`config.mk`:
```
export PLATFORM = sky130hd
export DESIGN_NAME = irq_wake_ctrl
export DESIGN_NICKNAME = d
export VERILOG_FILES = /design/src/rtl/iwc_pkg.sv /design/src/rtl/iwc_bus_fsm.sv /design/src/rtl/iwc_regfile.sv /design/src/rtl/iwc_lowest.sv /design/src/rtl/irq_wake_ctrl.sv
export SDC_FILE = /design/constraint.sdc
export NUM_CORES = 1
export LEC_CHECK = 0
export BUFFER_PORTS_ARGS = -buffer_cell sky130_fd_sc_hd__clkbuf_2
export CORE_ASPECT_RATIO = 1.1
export CORE_MARGIN = 3
export CORE_UTILIZATION = 57
export CTS_CLUSTER_DIAMETER = 80
export DETAILED_ROUTE_END_ITERATION = 8
export GPL_TIMING_DRIVEN = 0
export HOLD_SLACK_MARGIN = 0.12
export PLACE_DENSITY = 0.84
export SLEW_MARGIN = 15
export SYNTH_ARGS = -nofsm -noshare
export SYNTH_HDL_FRONTEND = slang
export SYNTH_SLANG_ARGS = --single-unit
export TNS_END_PERCENT = 1
```
`constraint.sdc`:
```
create_clock -name clk -period 3 [get_ports clk]
set_input_delay 0.3 -clock clk [delete_from_list [all_inputs] [get_ports clk]]
set_output_delay 0.3 -clock clk [all_outputs]
set_load 0.01 [all_outputs]
```
`src/rtl/iwc_pkg.sv`:
```
package iwc_pkg;
    localparam int ADDR_W = 3;

    typedef enum logic [ADDR_W-1:0] {
        RA_ENABLE = 3'd0,
        RA_ROUTE  = 3'd1,
        RA_PEND   = 3'd2,
        RA_WAKE   = 3'd3,
        RA_CTRL   = 3'd4,
        RA_SRCID  = 3'd5
    } reg_addr_e;

    typedef enum logic {
        ST_IDLE,
        ST_RESP
    } bus_state_e;
endpackage

```
`src/rtl/iwc_bus_fsm.sv`:
```
module iwc_bus_fsm
    import iwc_pkg::*;
#(
    parameter int DW = 32
) (
    input  logic              clk,
    input  logic              rst_n,
    input  logic              req,
    input  logic              we,
    input  logic [ADDR_W-1:0] addr,
    input  logic [DW-1:0]     wdata,
    output logic              ack,
    output logic              wr_stb,
    output logic [ADDR_W-1:0] acc_addr,
    output logic [DW-1:0]     acc_wdata
);
    bus_state_e state_q, state_d;
    logic       we_q;

    // state register and access capture
    always_ff @(posedge clk or negedge rst_n) begin
        if (!rst_n) begin
            state_q   <= ST_IDLE;
            we_q      <= 1'b0;
            acc_addr  <= '0;
            acc_wdata <= '0;
        end else begin
            state_q <= state_d;
            if (state_q == ST_IDLE && req) begin
                we_q      <= we;
                acc_addr  <= addr;
                acc_wdata <= wdata;
            end
        end
    end

    // next state and outputs
    always_comb begin
        state_d = state_q;
        ack     = 1'b0;
        wr_stb  = 1'b0;
        unique case (state_q)
            ST_IDLE: begin
                if (req) state_d = ST_RESP;
            end
            ST_RESP: begin
                ack     = 1'b1;
                wr_stb  = we_q;
                state_d = ST_IDLE;
            end
        endcase
    end
endmodule

```
`src/rtl/iwc_regfile.sv`:
```
module iwc_regfile
    import iwc_pkg::*;
#(
    parameter int          NSRC    = 32,
    parameter logic [31:0] WAKE_OK = 32'h8000_01FF
) (
    input  logic              clk,
    input  logic              rst_n,
    input  logic              wr_stb,
    input  logic [ADDR_W-1:0] acc_addr,
    input  logic [NSRC-1:0]   acc_wdata,
    output logic [NSRC-1:0]   enable_q,
    output logic [NSRC-1:0]   route_q,
    output logic [NSRC-1:0]   wake_en_q,
    output logic              ctrl0
);
    logic wr_enable, wr_route, wr_wake, wr_ctrl;

    assign wr_enable = wr_stb && (acc_addr == RA_ENABLE);
    assign wr_route  = wr_stb && (acc_addr == RA_ROUTE);
    assign wr_wake   = wr_stb && (acc_addr == RA_WAKE);
    assign wr_ctrl   = wr_stb && (acc_addr == RA_CTRL);

    always_ff @(posedge clk or negedge rst_n) begin
        if (!rst_n) begin
            enable_q <= '0;
            route_q  <= '0;
            ctrl0    <= 1'b0;
        end else begin
            if (wr_enable) enable_q <= acc_wdata;
            if (wr_route)  route_q  <= acc_wdata;
            if (wr_ctrl)   ctrl0    <= acc_wdata[0];
        end
    end

    // a flop only where a line may wake the system
    for (genvar i = 0; i < NSRC; i++) begin : g_wake
        if (WAKE_OK[i]) begin : g_flop
            always_ff @(posedge clk or negedge rst_n) begin
                if (!rst_n)       wake_en_q[i] <= 1'b0;
                else if (wr_wake) wake_en_q[i] <= acc_wdata[i];
            end
        end else begin : g_tie
            assign wake_en_q[i] = 1'b0;
        end
    end
endmodule

```
`src/rtl/iwc_lowest.sv`:
```
module iwc_lowest #(
    parameter int NSRC = 32,
    parameter int IDW  = $clog2(NSRC)
) (
    input  logic [NSRC-1:0] vec,
    output logic [IDW-1:0]  id,
    output logic            valid
);
    always_comb begin
        id    = '0;
        valid = 1'b0;
        for (int i = NSRC - 1; i >= 0; i--) begin
            if (vec[i]) begin
                id    = IDW'(i);
                valid = 1'b1;
            end
        end
    end
endmodule

```
`src/rtl/irq_wake_ctrl.sv`:
```
module irq_wake_ctrl
    import iwc_pkg::*;
#(
    parameter int          NSRC    = 32,
    parameter logic [31:0] WAKE_OK = 32'h8000_01FF
) (
    input  logic              clk,
    input  logic              rst_n,
    input  logic              req,
    input  logic              we,
    input  logic [ADDR_W-1:0] addr,
    input  logic [NSRC-1:0]   wdata,
    output logic              ack,
    output logic [NSRC-1:0]   rdata,
    input  logic [NSRC-1:0]   src,
    output logic              irq_norm,
    output logic              irq_fast,
    output logic              wake
);
    localparam int IDW = $clog2(NSRC);

    logic              wr_stb;
    logic [ADDR_W-1:0] acc_addr;
    logic [NSRC-1:0]   acc_wdata;
    logic [NSRC-1:0]   enable_q, route_q, wake_en_q;
    logic              ctrl0;
    logic [NSRC-1:0]   live, pend_view;
    logic [IDW-1:0]    id;
    logic              id_valid;
    logic [NSRC-1:0]   rd_mux;

    iwc_bus_fsm #(.DW(NSRC)) u_bus (
        .clk(clk), .rst_n(rst_n), .req(req), .we(we), .addr(addr),
        .wdata(wdata), .ack(ack), .wr_stb(wr_stb),
        .acc_addr(acc_addr), .acc_wdata(acc_wdata)
    );

    iwc_regfile #(.NSRC(NSRC), .WAKE_OK(WAKE_OK)) u_regs (
        .clk(clk), .rst_n(rst_n), .wr_stb(wr_stb), .acc_addr(acc_addr),
        .acc_wdata(acc_wdata), .enable_q(enable_q), .route_q(route_q),
        .wake_en_q(wake_en_q), .ctrl0(ctrl0)
    );

    assign live      = src & enable_q;
    assign pend_view = ctrl0 ? live : src;
    assign irq_norm  = |(live & ~route_q);
    assign irq_fast  = |(live & route_q);
    assign wake      = |(src & wake_en_q);

    iwc_lowest #(.NSRC(NSRC), .IDW(IDW)) u_enc (
        .vec(pend_view & ~route_q), .id(id), .valid(id_valid)
    );

    always_comb begin
        case (acc_addr)
            RA_ENABLE: rd_mux = enable_q;
            RA_ROUTE:  rd_mux = route_q;
            RA_PEND:   rd_mux = pend_view;
            RA_WAKE:   rd_mux = wake_en_q;
            RA_CTRL:   rd_mux = {{(NSRC-1){1'b0}}, ctrl0};
            RA_SRCID:  rd_mux = {id_valid, {(NSRC-1-IDW){1'b0}}, id};
            default:   rd_mux = '0;
        endcase
    end

    assign rdata = ack ? rd_mux : '0;
endmodule

```
=== Word-level counts from Yosys, hierarchy flattened ===
Cells that the tools add are included.

* Register bits after elaboration: 112
* Input bits: 71
* Output and inout bits: 36
* Logic and storage cells: 109

* Equal/unequal tests: 5
* Muxes and demuxes: 71
* Bitwise operators: 7
* Reductions and logical operators: 9

{| class="wikitable"
|+ Operators with widths
! operator !! number
|-
| one-hot mux 32 bit (6 select lines) || 1
|-
| bitwise AND 32 bit || 5
|-
| two-way mux 5 bit || 32
|-
| OR reduction 32 bit || 3
|-
| two-way mux 32 bit || 2
|-
| two-way mux 1 bit || 35
|-
| inverter 32 bit || 1
|-
| equality test 3 x 2 -> 1 bit (second input constant) || 2
|-
| equality test 3 bit (second input constant) || 2
|-
| logical AND 1 bit || 5
|-
| equality test 3 x 1 -> 1 bit (second input constant) || 1
|-
| logical NOT 3 bit || 1
|-
| one-hot mux 1 bit (2 select lines) || 1
|-
| inverter 1 bit || 1
|}

=== Longest topological paths before layout ===
Gate-level depths: netlist of run 1.

* Depth after elaboration: 37
* Mapped depth: 7
* Mapped depth without buffers: 6

=== By module ===
From an unflattened synthesis of run 1, not the netlist that was laid out.

* Cells, all modules: 685
* Area, all modules: 7,046.8 µm²

{| class="wikitable"
|+ By module, submodules not included
! module !! times used !! cells each !! area an instance (µm²) !! seq. area each (µm²)
|-
| iwc_regfile || 1 || 185 || 3,020.4 || 1,876.8
|-
| irq_wake_ctrl || 1 || 356 || 2,114.5 || 0.0
|-
| iwc_bus_fsm || 1 || 79 || 1,541.5 || 925.9
|-
| iwc_lowest || 1 || 65 || 370.4 || 0.0
|}

=== Worst setup path before layout of run 1 ===
Ideal clock, no wire load.

* Kind: reg-to-output
* From: register u_regs.ctrl0
* To: output rdata[4]
* Arrival: 2.191 ns
* Required time: 2.700 ns
* Path slack: 0.509 ns
* Cell stages (with the launch flop): 7
* Buffers on the path: 0
* Cells stage by stage: dfrtp_1 > inv_2 > o211a_1 > or3_1 > or3_1 > or4b_1 > a21oi_1

* Longest elaborated chain between the ends: 36

{| class="wikitable"
|+ Ends and longest elaborated chain
! what !! line !! text
|-
| from (decl) || iwc_regfile.sv:15 || <nowiki>output logic ctrl0</nowiki>
|-
| from (signal assigned) || iwc_regfile.sv:32 || <nowiki>if (wr_ctrl) ctrl0 <= acc_wdata[0];</nowiki>
|-
| two-way mux 32 bit (*) || irq_wake_ctrl.sv:45 || <nowiki>assign pend_view = ctrl0 ? live : src;</nowiki>
|-
| bitwise AND 32 bit || irq_wake_ctrl.sv:51 || <nowiki>.vec(pend_view & ~route_q), .id(id), .valid(id_valid)</nowiki>
|-
| two-way mux 5 bit (32 in a row) || iwc_lowest.sv:13 || <nowiki>if (vec[i]) begin</nowiki>
|-
| one-hot mux 32 bit (6 select lines) (*) || irq_wake_ctrl.sv:55 || <nowiki>case (acc_addr)</nowiki>
|-
| two-way mux 32 bit (*) || irq_wake_ctrl.sv:66 || <nowiki>assign rdata = ack ? rd_mux : '0;</nowiki>
|-
| to (decl) || irq_wake_ctrl.sv:14 || <nowiki>output logic [NSRC-1:0] rdata,</nowiki>
|}

Every way passes the cells marked *; elsewhere a longest branch is shown, timed or not.

=== Final worst setup path of run 1 ===
* From: register u_regs.route_q[15]
* To: output rdata[4]

* Longest elaborated chain between the ends: 20

{| class="wikitable"
|+ Ends and longest elaborated chain
! what !! line !! text
|-
| from (decl) || iwc_regfile.sv:13 || <nowiki>output logic [NSRC-1:0] route_q,</nowiki>
|-
| from (signal assigned) || iwc_regfile.sv:31 || <nowiki>if (wr_route) route_q <= acc_wdata;</nowiki>
|-
| inverter 32 bit || irq_wake_ctrl.sv:51 ||
|-
| bitwise AND 32 bit || irq_wake_ctrl.sv:51 ||
|-
| two-way mux 5 bit (16 in a row) || iwc_lowest.sv:13 ||
|-
| one-hot mux 32 bit (6 select lines) || irq_wake_ctrl.sv:55 ||
|-
| two-way mux 32 bit || irq_wake_ctrl.sv:66 ||
|}

No other way between the ends.

==> results of run 1 <==
## Yosys cell counts (5+ instances only)
| library cell | count | area (um2) |
|---|---|---|
| dfrtp_1 | 112 | 2800 |
| mux2_2 | 96 | 1080 |
| nand2_1 | 91 | 342 |
| a21oi_1 | 34 | 170 |
| o21ai_0 | 29 | 145 |
| clkbuf_1 | 26 | 97.6 |
| nand3_1 | 26 | 130 |
| o221ai_1 | 24 | 210 |
| nand2b_1 | 22 | 138 |
| inv_1 | 19 | 71.3 |
| nor2b_1 | 19 | 119 |
| o22ai_1 | 17 | 106 |
| nor2_1 | 14 | 52.6 |
| o211ai_1 | 11 | 82.6 |
| a221oi_1 | 7 | 61.3 |
| o211a_1 | 7 | 70.1 |
| and3_1 | 6 | 37.5 |
| nor3_1 | 6 | 30.0 |
| a22oi_1 | 5 | 37.5 |
| buf_1 | 5 | 18.8 |
| o2111ai_1 | 5 | 43.8 |
| o2bb2ai_1 | 5 | 43.8 |
## how the worst max path moves through the flow
stage,to,slack [ns],depth (start not counted)
floorplan,rdata[4],0.51,6
global placement,rdata[31],-0.20,8
detailed placement,rdata[31],-0.22,8
CTS,rdata[4],-0.09,7
global route,rdata[22],-0.15,7
finish,rdata[4],-0.09,7
## where the power goes
part           internal [mW]  leakage [nW]  switching [mW]
clock                  0.582         0.139           0.611
combinational           1.24          1.70            1.53
sequential              2.08          1.37           0.836
total                   3.90          3.21            2.98
## metal layers
layer	GRT usage [%]	up-vias
li1	-	2660
met1	46.2	3068
met2	64.0	463
met3	6.85	95
met4	18.8	0
met5	0	-
## state kept, by name, summed over array words and instances (netlist names)
register / cells
u_bus.acc_addr: 3
u_bus.acc_wdata: 32
u_bus.state_q: 1
u_bus.we_q: 1
u_regs.ctrl0: 1
u_regs.enable_q: 32
u_regs.route_q: 32
u_regs.wake_en_q: 10
## cell usage in the layout (no fill, tap or decap), drive strengths merged, types with 22 or more instances in the layout
master  Yosys  layout
a21oi      34      34
clkbuf     26     139
dfrtp     112     112
inv        20      24
mux2       96      96
nand2      91      91
nand2b     22      22
nand3      26      26
o21ai      29      29
o221ai     24      24
## per-stage QoR
| stage | util, % | hold slack [ns] | worst slack, ns | instance area [um2] |
|---|---|---|---|---|
| floorplan | - | 0.00441 | 0.509 | 6330 |
| global placement | 66.5 | 0.491 | -0.199 | 7040 |
| detailed placement | 66.8 | 0.286 | -0.223 | 7070 |
| CTS | 70.4 | 0.148 | -0.0883 | 7460 |
| global route | 71.0 | 0.168 | -0.155 | 7520 |
| finish | 71.0 | 0.147 | -0.0859 | 7520 |
## layout make-up
cell class              instances  area (um2)  area share, %
well taps                     143         179           2.38
plain buffers                  33         141           1.88
inverters                      20        75.1          0.999
flip-flops and latches        112        2800           37.3
multi-input cells             476        3400           45.2
clock inverters                 7        62.6          0.832
clock buffers                   9         225           3.00
repair buffers                115         629           8.37
## cell families after synthesis
family / count (synthesis) / share of synthesized area, %
AND/OR/NAND/NOR: 208 / 16.2
flip-flops: 112 / 44.3
multiplexers: 96 / 17.1
AO/OA/AOI/OAI: 172 / 19.2
buffers and inverters: 53 / 3.18
## critical path: stages (launching register included)
cell,delay (ns)
dfrtp_1,0.50
nand2b_1,0.19
o2bb2ai_2,0.08
or3_4,0.41
or3_1,0.38
or4b_1,0.55
a21oi_2,0.16
clkbuf_2,0.16
## repair_timing
item                                    CTS  global route
hold buffers                              1             0
setup buffers                             3             4
cloned                                    0             0
pin swaps                                 4             3
resized for setup                        20             8
endpoints found under the setup margin   39            55
hold endpoints to repair                 52             0
==> impl_metrics.toml, run 1 <==
[detailed_routing]
dr.first_iter.drc_count = 786
dr.pass1.iters = 6
wl_met2_um = 11300
ant_nets = 0
dr_wl_met3_um = 2360
wirelength_um = 23200
routedWlPerCell_um = 25.3
m1WireLength_um = 8530
highest_layer = "met4"
viasPerCell = 6.87
drc_errors = 0
vias = 6286

[worst_setup_path]
end_kind = "primary output"
r2r-start = "u_bus.acc_addr[1]"
criticalPathCategory = "reg2out"
rr_worst_depth = 6
r2r_slack_ns = -0.06
worstPathRequired_ns = 2.70
startpoint_type = "flop"
r2r-end = "u_regs.enable_q[19]"
arrival_ns = 2.79
crit_start = "u_regs.route_q[15]"
path_max_fanout = 5

[outcome]
violations = "setup timing"
status = "finished, violations left"

[logic_synthesis]
async_flop_share_pct = 100
netlist_area_um2 = 6330
syn-num-nets = 712
synth_cell_types = 51
ys_seq_area_share_pct = 44.3
ys.flop_type = "dfrtp_1"
netlist_instances = 641
ys_warn_count = 0
syn_area_per_cell_um2 = 9.87
synth_edf_count = 0
synth-seq-cells = 112

[timing]
relSlewSlack_pct = 45.3
rsz0062_at_grt = "true"
hold_viol_final = 0
finalMaxSlewViolations = 0
layout_min_cycle_time_ns = 3.09
max_freq_mhz = 324
timing.final.ws_setup_ns = -0.0859
skew_ns = 0.0111
tightestPinTransition_ns = 0.814
setup_viol = 19
period_share_pct = 103
finalSetupTns_ns = -0.739

[pwr]
powerDensity_nw_per_um2 = 916
p_leak_nw = 3.21
design_power_total_mw = 6.88
ir_worst_vdd_v = 0.000517

[floorplanning]
die_w_um = 106
die_area_um2 = 12400
fp.dieH_um = 117
core_area_um2 = 10600
rows = 39
num_io_pins = 107
start_util_pct = 59.8

[clock_tree]
cts_buffer_depth = 2
cts_buffers = 9
clk_latency_ns = 0.37
cts_tree = "done"
h-tree-depth = 3
cts-root-buf = "clkbuf_16"
clk_pin_slew_ns = 0.08
cts_sinks = 112

[global_routing]
grt_pass1_wl_um = 34900
grt_util_all_layers_pct = 37.5
grt_max_degree = 61
grt_overflow_total = 0
grt_pass1_vias = 6392
antenna_found_initial = 0

[cells_and_area]
drive_above_1_share_pct = 33.0
fill_cells = 812
diodes = 0
instances_no_fill = 915
fin_nets = 838
area_growth_pct = 18.8

[hold_path]
hp-start = "addr[1]"
worstHoldEndpoint = "u_bus.acc_addr[1]"
hp-class = "in2reg"
min_path_cells = 3

[placed_design]
hpwl_um = 17200
port_buffers = 106
globalplace.congestion = 1.01
dp_cells = 891

[run]
maxCapViolations = 0
Note: power is estimated with default switching activity, not from simulation.
==> inputs of run 2 (changes only) <==
- CORE_UTILIZATION: 57 -> 60
- PLACE_DENSITY: 0.84 -> 0.87
- clock period: 3 -> 3.7 ns (I/O delays scaled with it)
==> impl_metrics.toml, run 2 (synthesis gave the netlist of run 1 again) <==
[outcome]
status = "finished, violations left"
violations = "DRC"

[detailed_routing]
ant_nets = 0
viasPerCell = 6.72
dr.first_iter.drc_count = 660
drc_errors = 1
wirelength_um = 21800
dr.pass1.iters = 8
vias = 6082
routedWlPerCell_um = 24.0

[cells_and_area]
area_growth_pct = 14.9
layout_common_cells = "dfrtp_1, clkbuf_2, mux2_2, nand2_1, a21oi_1"
final_core_util_pct = 72.1
reg.largest.list = "u_bus.acc_wdata x32, u_regs.enable_q x32, u_regs.route_q x32"
diodes = 0
fin_nets = 831
drive_above_1_share_pct = 29.8
instances_no_fill = 905
layout_commonest_cell = "dfrtp_1"

[timing]
setup_viol = 0
period_share_pct = 97.1
tightestPinTransition_ns = 1.27
rsz0062_at_grt = "true"
finalSetupTns_ns = 0
layout_min_cycle_time_ns = 3.59
relSlewSlack_pct = 15.0
max_freq_mhz = 278
skew_ns = 0.0129
whs_ns = 0.196
finalMaxSlewViolations = 0
hold_viol_final = 0

[hold_path]
hp-class = "in2reg"

[pwr]
p_leak_nw = 3.09
powerDensity_nw_per_um2 = 705
ir_worst_vdd_v = 0.000566

[global_routing]
grt_overflow_total = 0
grt_max_degree = 64
grt_pass1_wl_um = 34100
grt_pass1_vias = 6136
grt_util_all_layers_pct = 37.5
antenna_found_initial = 1

[floorplanning]
start_util_pct = 62.8
die_w_um = 104
num_io_pins = 107
fp.dieH_um = 114
die_area_um2 = 11800
core_area_um2 = 10100
rows = 38

[worst_setup_path]
startpoint_type = "flop"
worstPathRequired_ns = 3.33
criticalPathCategory = "reg2out"
arrival_ns = 3.22
path_max_fanout = 10
end_kind = "primary output"

[placed_design]
dp_cells = 888
port_buffers = 106
globalplace.congestion = 1.07
hpwl_um = 16400

[clock_tree]
clk_pin_slew_ns = 0.12
cts_buffers = 9
h-tree-depth = 3
cts_sinks = 112
cts_tree = "done"
cts_buffer_depth = 2
clk_latency_ns = 0.40
cts-root-buf = "clkbuf_8"

[run]
maxCapViolations = 0
run 2: repair_timing:
| action | 4_1_cts | 5_1_grt |
|---|---|---|
| hold buffers | 1 | 0 |
| setup buffers | 0 | 0 |
| endpoints found under the hold margin | 49 | 0 |
| endpoints found under the setup margin | 0 | 2 |
| gates resized for setup | 0 | 2 |
run 2: area by class of cell:
type                       count  area (um2)
multi-input combinational    476        3320
inverter                      20        75.1
sequential                   112        2800
buffer                        33         128
timing repair buffer         108         577
clock inverter                 6        51.3
tap                          140         175
clock buffer                  10         138
fill                         778        2810
run 2: path summary, 6_finish.rpt:
check / startpoint / endpoint / slack (ns) / cells after the start
min in group asynchronous: rst_n / u_bus.acc_wdata[28] / 0.47 / 2
max in group asynchronous: rst_n / u_regs.wake_en_q[1] / 2.59 / 3
worst max-delay path: u_regs.ctrl0 / rdata[4] / 0.11 / 8
worst min-delay path: wdata[7] / u_bus.acc_wdata[7] / 0.20 / 2
worst max register to register: u_bus.acc_addr[1] / u_regs.route_q[0] / 0.70 / 6
worst min register to register: u_bus.acc_wdata[20] / u_regs.route_q[20] / 0.52 / 2
run 2: layer usage:
layer / wire length [um] / GRT usage [%]
met1: 8560 / 48.0
met2: 10300 / 61.8
met3: 2130 / 8.94
met4: 729 / 16.0
met5: 13 / 0
run 2: stage by stage:
stage | power (mW) | setup slack, ns | area, um2
6_report | 5.12 | 0.106 | 7270
5_1_grt | 5.38 | -0.00334 | 7270
4_1_cts | 5.03 | 0.166 | 7270
3_5_place_dp | 4.31 | 0.612 | 7070
3_3_place_gp | 4.23 | 0.583 | 7030
2_1_floorplan | 3.50 | 1.14 | 6330
run 2: worst max-delay path, cell delays in order, from the launching register on:
cell      delay (ns)
dfrtp_1         0.47
inv_2           0.12
clkbuf_1        0.35
o211ai_1        0.42
nand3_1         0.19
or3_1           0.36
or4b_1          0.55
a21oi_1         0.18
clkbuf_2        0.17
run 2: where the power goes:
group	switching (mW)	total (mW)	internal, mW
sequential	0.647	2.33	1.68
clock	0.452	0.724	0.272
combinational	1.15	2.07	0.916
